[config.mk]
export PLATFORM = sky130hd
export DESIGN_NAME = bar_window_decoder
export DESIGN_NICKNAME = d
export VERILOG_FILES = /design/src/rtl/bar_dec_pkg.sv /design/src/rtl/bar_cfg_regs.sv /design/src/rtl/bar_window_match.sv /design/src/rtl/bar_hit_select.sv /design/src/rtl/bar_window_decoder.sv
export SDC_FILE = /design/constraint.sdc
export NUM_CORES = 1
export LEC_CHECK = 0
export ABC_AREA = 0
export CAP_MARGIN = 10
export CORE_UTILIZATION = 45
export DETAILED_ROUTE_END_ITERATION = 12
export PLACE_DENSITY = 0.65
export SYNTH_ARGS = -nofsm -noshare
export SYNTH_HDL_FRONTEND = slang
export SYNTH_SLANG_ARGS = --single-unit
[constraint.sdc]
create_clock -name clk -period 9.1 [get_ports clk]
set_clock_uncertainty 0.05 [all_clocks]
set_input_delay 1.365 -clock clk [delete_from_list [all_inputs] [get_ports clk]]
set_output_delay 1.365 -clock clk [all_outputs]
set_load 0.02 [all_outputs]
[src/rtl/bar_dec_pkg.sv]
package bar_dec_pkg;

    localparam int REG_W    = 64;
    localparam int NUM_REGS = 6;
    localparam int NWIN     = 3;

    typedef enum logic [2:0] {
        IDX_MEM0_BASE = 3'd0,
        IDX_MEM1_BASE = 3'd1,
        IDX_MEM0_MASK = 3'd2,
        IDX_MEM1_MASK = 3'd3,
        IDX_REGW_BASE = 3'd4,
        IDX_WIN_EN    = 3'd5
    } cfg_idx_e;

    typedef enum int {
        WIN_MEM0 = 0,
        WIN_MEM1 = 1,
        WIN_REGW = 2
    } win_id_e;

    localparam int EN_MEM0_BIT = 63;
    localparam int EN_MEM1_BIT = 62;
    localparam int EN_REGW_BIT = 61;

    localparam logic [REG_W-1:0] MEM_KEEP  = 64'hFFFF_FFFF_C000_0000;
    localparam logic [REG_W-1:0] REGW_KEEP = 64'hFFFF_FFFF_FC00_0000;
    localparam logic [REG_W-1:0] EN_KEEP   = 64'hF800_0000_0000_0000;

endpackage

[src/rtl/bar_cfg_regs.sv]
module bar_cfg_regs
    import bar_dec_pkg::*;
#(
    parameter int               ADDR_W      = 6,
    parameter int               SHIFT       = 14,
    parameter logic [REG_W-1:0] DEF_M0_BASE = 64'h0000_4000_0000_0000,
    parameter logic [REG_W-1:0] DEF_M1_BASE = 64'h0000_8000_0000_0000,
    parameter logic [REG_W-1:0] DEF_M0_MASK = 64'hFFFF_FC00_0000_0000,
    parameter logic [REG_W-1:0] DEF_M1_MASK = 64'hFFFF_FFC0_0000_0000,
    parameter logic [REG_W-1:0] DEF_RW_BASE = 64'h0000_C000_0000_0000
) (
    input  logic                   clk,
    input  logic                   rst_n,
    input  logic                   cfg_wr,
    input  logic                   cfg_rd,
    input  logic [ADDR_W-1:0]      cfg_addr,
    input  logic [REG_W-1:0]       cfg_wdata,
    output logic [REG_W-1:0]       cfg_rdata,
    input  logic                   err_clr,
    output logic                   cfg_err,
    output logic [REG_W-SHIFT-1:0] m0_base_o,
    output logic [REG_W-SHIFT-1:0] m1_base_o,
    output logic [REG_W-SHIFT-1:0] m0_mask_o,
    output logic [REG_W-SHIFT-1:0] m1_mask_o,
    output logic [REG_W-SHIFT-1:0] rw_base_o,
    output logic [NWIN-1:0]        en_o
);

    localparam int IDX_W = ADDR_W - 3;

    logic [REG_W-1:0] m0_base_q, m1_base_q, m0_mask_q, m1_mask_q, rw_base_q, en_q;
    logic [REG_W-1:0] read_val;
    logic [IDX_W-1:0] idx;
    logic             aligned, known, mem_reg, rw_reg, mem_live;
    logic             bad_wr, do_store;

    assign idx     = cfg_addr[ADDR_W-1:3];
    assign aligned = (cfg_addr[2:0] == 3'd0);

    always_comb begin
        known    = (idx < IDX_W'(NUM_REGS));
        mem_reg  = (idx == IDX_W'(IDX_MEM0_BASE)) || (idx == IDX_W'(IDX_MEM1_BASE)) ||
                   (idx == IDX_W'(IDX_MEM0_MASK)) || (idx == IDX_W'(IDX_MEM1_MASK));
        rw_reg   = (idx == IDX_W'(IDX_REGW_BASE));
        mem_live = en_q[EN_MEM0_BIT] | en_q[EN_MEM1_BIT];
        bad_wr   = cfg_wr && (!aligned || !known || (mem_reg && mem_live) ||
                              (rw_reg && en_q[EN_REGW_BIT]));
        do_store = cfg_wr && aligned && known;
    end

    always_ff @(posedge clk or negedge rst_n) begin
        if (!rst_n) begin
            m0_base_q <= DEF_M0_BASE & MEM_KEEP;
            m1_base_q <= DEF_M1_BASE & MEM_KEEP;
            m0_mask_q <= DEF_M0_MASK & MEM_KEEP;
            m1_mask_q <= DEF_M1_MASK & MEM_KEEP;
            rw_base_q <= DEF_RW_BASE & REGW_KEEP;
            en_q      <= '0;
        end else if (do_store) begin
            case (idx)
                IDX_W'(IDX_MEM0_BASE): m0_base_q <= cfg_wdata & MEM_KEEP;
                IDX_W'(IDX_MEM1_BASE): m1_base_q <= cfg_wdata & MEM_KEEP;
                IDX_W'(IDX_MEM0_MASK): m0_mask_q <= cfg_wdata & MEM_KEEP;
                IDX_W'(IDX_MEM1_MASK): m1_mask_q <= cfg_wdata & MEM_KEEP;
                IDX_W'(IDX_REGW_BASE): rw_base_q <= cfg_wdata & REGW_KEEP;
                IDX_W'(IDX_WIN_EN):    en_q      <= cfg_wdata & EN_KEEP;
                default: ;
            endcase
        end
    end

    always_ff @(posedge clk or negedge rst_n) begin
        if (!rst_n)       cfg_err <= 1'b0;
        else if (bad_wr)  cfg_err <= 1'b1;
        else if (err_clr) cfg_err <= 1'b0;
    end

    always_comb begin
        case (idx)
            IDX_W'(IDX_MEM0_BASE): read_val = m0_base_q;
            IDX_W'(IDX_MEM1_BASE): read_val = m1_base_q;
            IDX_W'(IDX_MEM0_MASK): read_val = m0_mask_q;
            IDX_W'(IDX_MEM1_MASK): read_val = m1_mask_q;
            IDX_W'(IDX_REGW_BASE): read_val = rw_base_q;
            IDX_W'(IDX_WIN_EN):    read_val = en_q;
            default:               read_val = '0;
        endcase
    end

    always_ff @(posedge clk or negedge rst_n) begin
        if (!rst_n)      cfg_rdata <= '0;
        else if (cfg_rd) cfg_rdata <= read_val;
    end

    assign m0_base_o = m0_base_q[REG_W-1:SHIFT];
    assign m1_base_o = m1_base_q[REG_W-1:SHIFT];
    assign m0_mask_o = m0_mask_q[REG_W-1:SHIFT];
    assign m1_mask_o = m1_mask_q[REG_W-1:SHIFT];
    assign rw_base_o = rw_base_q[REG_W-1:SHIFT];
    assign en_o[WIN_MEM0] = en_q[EN_MEM0_BIT];
    assign en_o[WIN_MEM1] = en_q[EN_MEM1_BIT];
    assign en_o[WIN_REGW] = en_q[EN_REGW_BIT];

    // an unknown index or a misaligned address sets the flag on the next edge
    a_r12_bad_index_flags: assert property (@(posedge clk) disable iff (!rst_n)
        (cfg_wr && (!known || !aligned)) |=> cfg_err);

    // rewriting the register-window base while it is live is flagged
    a_r11_live_regw_flags: assert property (@(posedge clk) disable iff (!rst_n)
        (cfg_wr && aligned && rw_reg && en_q[EN_REGW_BIT]) |=> cfg_err);

    // the flag holds until it is cleared
    a_r13_err_sticky: assert property (@(posedge clk) disable iff (!rst_n)
        (cfg_err && !err_clr) |=> cfg_err);

    // a clear with no write in the same cycle drops the flag
    a_r13_err_clears: assert property (@(posedge clk) disable iff (!rst_n)
        (err_clr && !cfg_wr) |=> !cfg_err);

endmodule

[src/rtl/bar_window_match.sv]
module bar_window_match #(
    parameter int PA_W = 50,
    parameter int SZ_W = PA_W + 1
) (
    input  logic            en,
    input  logic [PA_W-1:0] base,
    input  logic [SZ_W-1:0] size,
    input  logic [PA_W-1:0] addr,
    output logic            hit,
    output logic [PA_W-1:0] offset
);

    logic [SZ_W-1:0] diff;

    always_comb begin
        diff   = {1'b0, addr} - {1'b0, base};
        hit    = en && (addr >= base) && (diff < size);
        offset = diff[PA_W-1:0];
    end

endmodule

[src/rtl/bar_hit_select.sv]
module bar_hit_select #(
    parameter int NWIN = 3,
    parameter int PA_W = 50
) (
    input  logic [NWIN-1:0]           hit,
    input  logic [NWIN-1:0][PA_W-1:0] offs,
    output logic [NWIN-1:0]           sel,
    output logic [PA_W-1:0]           offset
);

    always_comb begin
        sel    = '0;
        offset = '0;
        for (int i = NWIN - 1; i >= 0; i--) begin
            if (hit[i]) begin
                sel    = '0;
                sel[i] = 1'b1;
                offset = offs[i];
            end
        end
    end

endmodule

[src/rtl/bar_window_decoder.sv]
module bar_window_decoder
    import bar_dec_pkg::*;
#(
    parameter int ADDR_W    = 6,
    parameter int SHIFT     = 14,
    parameter int REGW_SIZE = 4096,
    parameter int PA_W      = REG_W - SHIFT
) (
    input  logic              clk,
    input  logic              rst_n,
    input  logic              cfg_wr,
    input  logic              cfg_rd,
    input  logic [ADDR_W-1:0] cfg_addr,
    input  logic [REG_W-1:0]  cfg_wdata,
    output logic [REG_W-1:0]  cfg_rdata,
    input  logic              err_clr,
    output logic              cfg_err,
    input  logic [PA_W-1:0]   lk_addr,
    output logic [NWIN-1:0]   win_hit,
    output logic [NWIN-1:0]   win_sel,
    output logic [PA_W-1:0]   win_offset
);

    localparam int SZ_W = PA_W + 1;

    logic [PA_W-1:0]           m0_base, m1_base, m0_mask, m1_mask, rw_base;
    logic [NWIN-1:0]           en;
    logic [NWIN-1:0][PA_W-1:0] base_arr;
    logic [NWIN-1:0][SZ_W-1:0] size_arr;
    logic [NWIN-1:0][PA_W-1:0] off_arr;

    bar_cfg_regs #(
        .ADDR_W (ADDR_W),
        .SHIFT  (SHIFT)
    ) cfg_i (
        .clk       (clk),
        .rst_n     (rst_n),
        .cfg_wr    (cfg_wr),
        .cfg_rd    (cfg_rd),
        .cfg_addr  (cfg_addr),
        .cfg_wdata (cfg_wdata),
        .cfg_rdata (cfg_rdata),
        .err_clr   (err_clr),
        .cfg_err   (cfg_err),
        .m0_base_o (m0_base),
        .m1_base_o (m1_base),
        .m0_mask_o (m0_mask),
        .m1_mask_o (m1_mask),
        .rw_base_o (rw_base),
        .en_o      (en)
    );

    always_comb begin
        base_arr[WIN_MEM0] = m0_base;
        base_arr[WIN_MEM1] = m1_base;
        base_arr[WIN_REGW] = rw_base;
        size_arr[WIN_MEM0] = {1'b0, ~m0_mask} + SZ_W'(1);
        size_arr[WIN_MEM1] = {1'b0, ~m1_mask} + SZ_W'(1);
        size_arr[WIN_REGW] = SZ_W'(REGW_SIZE);
    end

    for (genvar w = 0; w < NWIN; w++) begin : g_win
        bar_window_match #(
            .PA_W (PA_W),
            .SZ_W (SZ_W)
        ) match_i (
            .en     (en[w]),
            .base   (base_arr[w]),
            .size   (size_arr[w]),
            .addr   (lk_addr),
            .hit    (win_hit[w]),
            .offset (off_arr[w])
        );
    end

    bar_hit_select #(
        .NWIN (NWIN),
        .PA_W (PA_W)
    ) sel_i (
        .hit    (win_hit),
        .offs   (off_arr),
        .sel    (win_sel),
        .offset (win_offset)
    );

    // at most one window is selected
    a_r10_sel_onehot: assert property (@(posedge clk) disable iff (!rst_n)
        $onehot0(win_sel));

    // a selected window must be one that hits
    a_r10_sel_within_hits: assert property (@(posedge clk) disable iff (!rst_n)
        (win_sel & ~win_hit) == '0);

    // memory window 0 wins whenever it hits
    a_r10_mem0_first: assert property (@(posedge clk) disable iff (!rst_n)
        win_hit[WIN_MEM0] |-> win_sel[WIN_MEM0]);

    // no hit on a disabled window
    a_r8_hit_needs_enable: assert property (@(posedge clk) disable iff (!rst_n)
        (win_hit & ~en) == '0);

    // offset is zero when nothing is selected
    a_r9_idle_offset_zero: assert property (@(posedge clk) disable iff (!rst_n)
        (win_sel == '0) |-> (win_offset == '0));

    // the selected offset reconstructs the looked-up address
    a_r9_offset_rebuilds_addr: assert property (@(posedge clk) disable iff (!rst_n)
        win_sel[WIN_MEM1] |-> (win_offset + m1_base == lk_addr));

endmodule

==> flow_summary.yaml <==
placed_design:
  dpl.hpwl_um: 55100
  routabilityCongestion: 0.996
  place_ws_ps: 64.5
  placed_cells: 3074
  numPortBuffers: 193
  place_area_mm2: 0.0229
cells_and_area:
  fillers: 4171
  layout.nets: 2815
  post_layout_nonfiller_instances: 3119
  fin_area_mm2: 0.0239
  diodes: 0
  layout_common_cells: "205 x a21oi_1, 196 x nand2_1, 188 x nor2_1"
  layout.area.seq_mm2: 0.00552
  layout-drive-gt1-share_pct: 16.4
  final_core_util_pct: 54.0
  layout_commonest_cell: "a21oi_1"
  multi_input_area_mm2: 0.0136
  syn_to_final_growth_pct: 18.2
min_path:
  hp-start: "cfg_i.cfg_rdata[60]"
  hp-class: "flop to flop"
floorplan:
  ios: 246
  initial_core_util_pct: 45.6
  dieArea_mm2: 0.0458
  die_x_um: 214
  die_h_um: 214
  core_area_mm2: 0.0443
  rows: 77
drt:
  finalWirelength_um: 72100
  remaining_drc_errors: 0
  first_iter_violations: 1453
  vias_per_cell: 6.07
  drtPass1Iterations: 5
  wl_per_cell_um: 23.1
  vias: 18900
  ant_nets: 0
yosys:
  synth_compound_area_share_pct: 19.8
  synth_top_family_by_area: "compound AO/OA/AOI/OAI gates"
  synth_simple_gate_area_share_pct: 17.3
  synthFlopType: "dfrtp_1"
  ys_types: 89
  syn_inst: 2338
  synth_edf_count: 0
  synth-async-reset-ratio_pct: 100
  ys_seq_area_share_pct: 27.3
  netlist_area_mm2: 0.0202
  synth-xor-area-share_pct: 5.89
  yosys.area_share.adder_pct: 11.3
  synth_warnings: 0
  syn_area_per_cell_um2: 8.65
  synthMuxAreaShare_pct: 12.1
  yosys_register_bits: 218
clock_tree:
  post_cts_buffers: 0
  clk_latency_ps: 550
  clockBufferDepth: 3
  cts_root_buf: "clkbuf_16"
  cts_tree: "built"
  cts_buffers: 25
  h-tree-depth: 1
  cts_sinks: 218
  clk_pin_slew_ps: 60
setup_path:
  r2r-start: "cfg_i.m1_mask_q[36]"
  arrival_ps: 7340
  critPathMostFrequentCell: "buf_4"
  cp_max_fo: 19
  crit_type: "input pin to primary output"
  critPathCaptureType: "primary output"
  startpoint: "lk_addr[17]"
  required_ps: 7690
  critPathLaunchType: "input pin"
  critPathMaxStageDelay_ps: 670
  slowest_stage: "clkdlybuf4s50_1"
timing:
  hold_viol: 0
  relSlewSlack_pct: 26.6
  finalSetupTns_ps: 0
  tightest_slew_ps: 1100
  finalCriticalPeriod_ps: 8750
  fin_hold_ws_ps: 431
  setup_viol: 0
  fmax_mhz: 114
  final.period_utilization_pct: 96.2
  rsz0062_at_grt: "false"
  drv_slew: 0
  setup_ws_ps: 346
power_and_ir_drop:
  power_leakage_nw: 11.2
  power_density_mw_per_mm2: 180
  ir_drop_v: 0.000126
  total_power_mw: 4.31
run:
  drv_cap: 0
global_routing:
  grt_pass1_wl_um: 109000
  grt_max_degree: 87
  antenna_found_initial: 0
  grt.total_usage_pct: 30.8
  grt-ovfl-total: 0
  grt_pass1_vias: 18400
status:
  outcome: "completed"
timing repair:
| action | in CTS | in global routing |
|---|---|---|
| setup endpoints to repair | 1 | 52 |
| gates resized for setup | 1 | 53 |
| hold buffers | 0 | 0 |
| cloned | 0 | 0 |
metal layers:
metal / GRT usage, % / wire length [um] / up-vias
met2: 48.8 / 32200 / 756
met3: 3.83 / 5100 / 136
met1: 43.2 / 32400 / 9261
li1: - / - / 8768
met5: 0 / 0 / -
met4: 10.3 / 2430 / 0
layout make-up:
class | count | share of cell area [%]
Clock buffer | 36 | 2.96
Clock inverter | 9 | 0.712
Inverter | 154 | 2.42
Multi-Input combinational cell | 1856 | 56.9
Timing Repair Buffer | 254 | 10.8
Tap cell | 592 | 3.10
Sequential cell | 218 | 23.1
cells by family (layout without fill, tap and decap cells):
kind of cell,count (synthesis),after routing
compound gates,606,606
xor+xnor,136,136
fa+ha+maj,181,181
buf+inv,289,453
flops,218,218
mux,208,208
other cells,1,26
simple gates,699,699
path summary, 6_finish.rpt:
| path | end | slack (ps) | cells after the start |
|---|---|---|---|
| max | win_sel[1] | 350 | 25 |
| min | cfg_i.cfg_rdata[60] | 430 | 1 |
| max reg2reg | cfg_i.cfg_rdata[36] | 7480 | 6 |
| min reg2reg | cfg_i.cfg_rdata[60] | 430 | 1 |
| max in group asynchronous | cfg_i.m0_mask_q[40] | 6840 | 2 |
| min in group asynchronous | cfg_i.rw_base_q[60] | 770 | 1 |
cell usage after synthesis (8+ instances only):
cell,number,area share [%]
dfrtp_1,166,21
buf_1,12,0.22
a2111oi_0,8,0.35
o21ai_0,79,2.0
nand2_1,196,3.6
a31oi_1,23,0.71
clkbuf_1,64,1.2
o21bai_1,12,0.45
o2bb2ai_2,10,0.74
nor4_1,26,0.80
buf_2,21,0.52
a21o_1,71,2.6
o2bb2ai_1,22,0.95
xor2_1,69,3.0
a21oi_1,206,5.1
o31ai_1,13,0.48
nand2b_1,26,0.80
nor2_1,189,3.5
and2_1,14,0.43
a211oi_1,18,0.67
or3_1,15,0.46
nor3_1,42,1.0
inv_1,152,2.8
or4_1,10,0.37
nor3b_1,9,0.33
xnor2_1,67,2.9
a22oi_1,23,0.85
and3_1,13,0.40
buf_4,34,1.3
nand4_1,41,1.3
nor2b_1,15,0.46
ha_1,178,11
dfstp_2,52,6.8
o21a_1,25,0.93
mux4_2,11,1.2
o211ai_1,18,0.67
nand3_1,48,1.2
mux2_2,183,10
mux2i_1,14,0.69
power by group:
group	internal, mW	switching, mW
sequential	1.09	0.115
combinational	0.821	1.19
clock	0.678	0.414
sequential cells by signal (all words and copies together) (netlist names):
signal           count
cfg_i.cfg_err        1
cfg_i.cfg_rdata     38
cfg_i.en_q           5
cfg_i.m0_base_q     34
cfg_i.m0_mask_q     34
cfg_i.m1_base_q     34
cfg_i.m1_mask_q     34
cfg_i.rw_base_q     38
critical path: cells and delay by family:
kind	cells	cell delay, ps
buf+inv	8	2080
fa+ha+maj	2	760
simple gates	5	680
compound gates	9	2140
xor+xnor	1	300
Note: power is estimated with default switching activity, not from simulation.
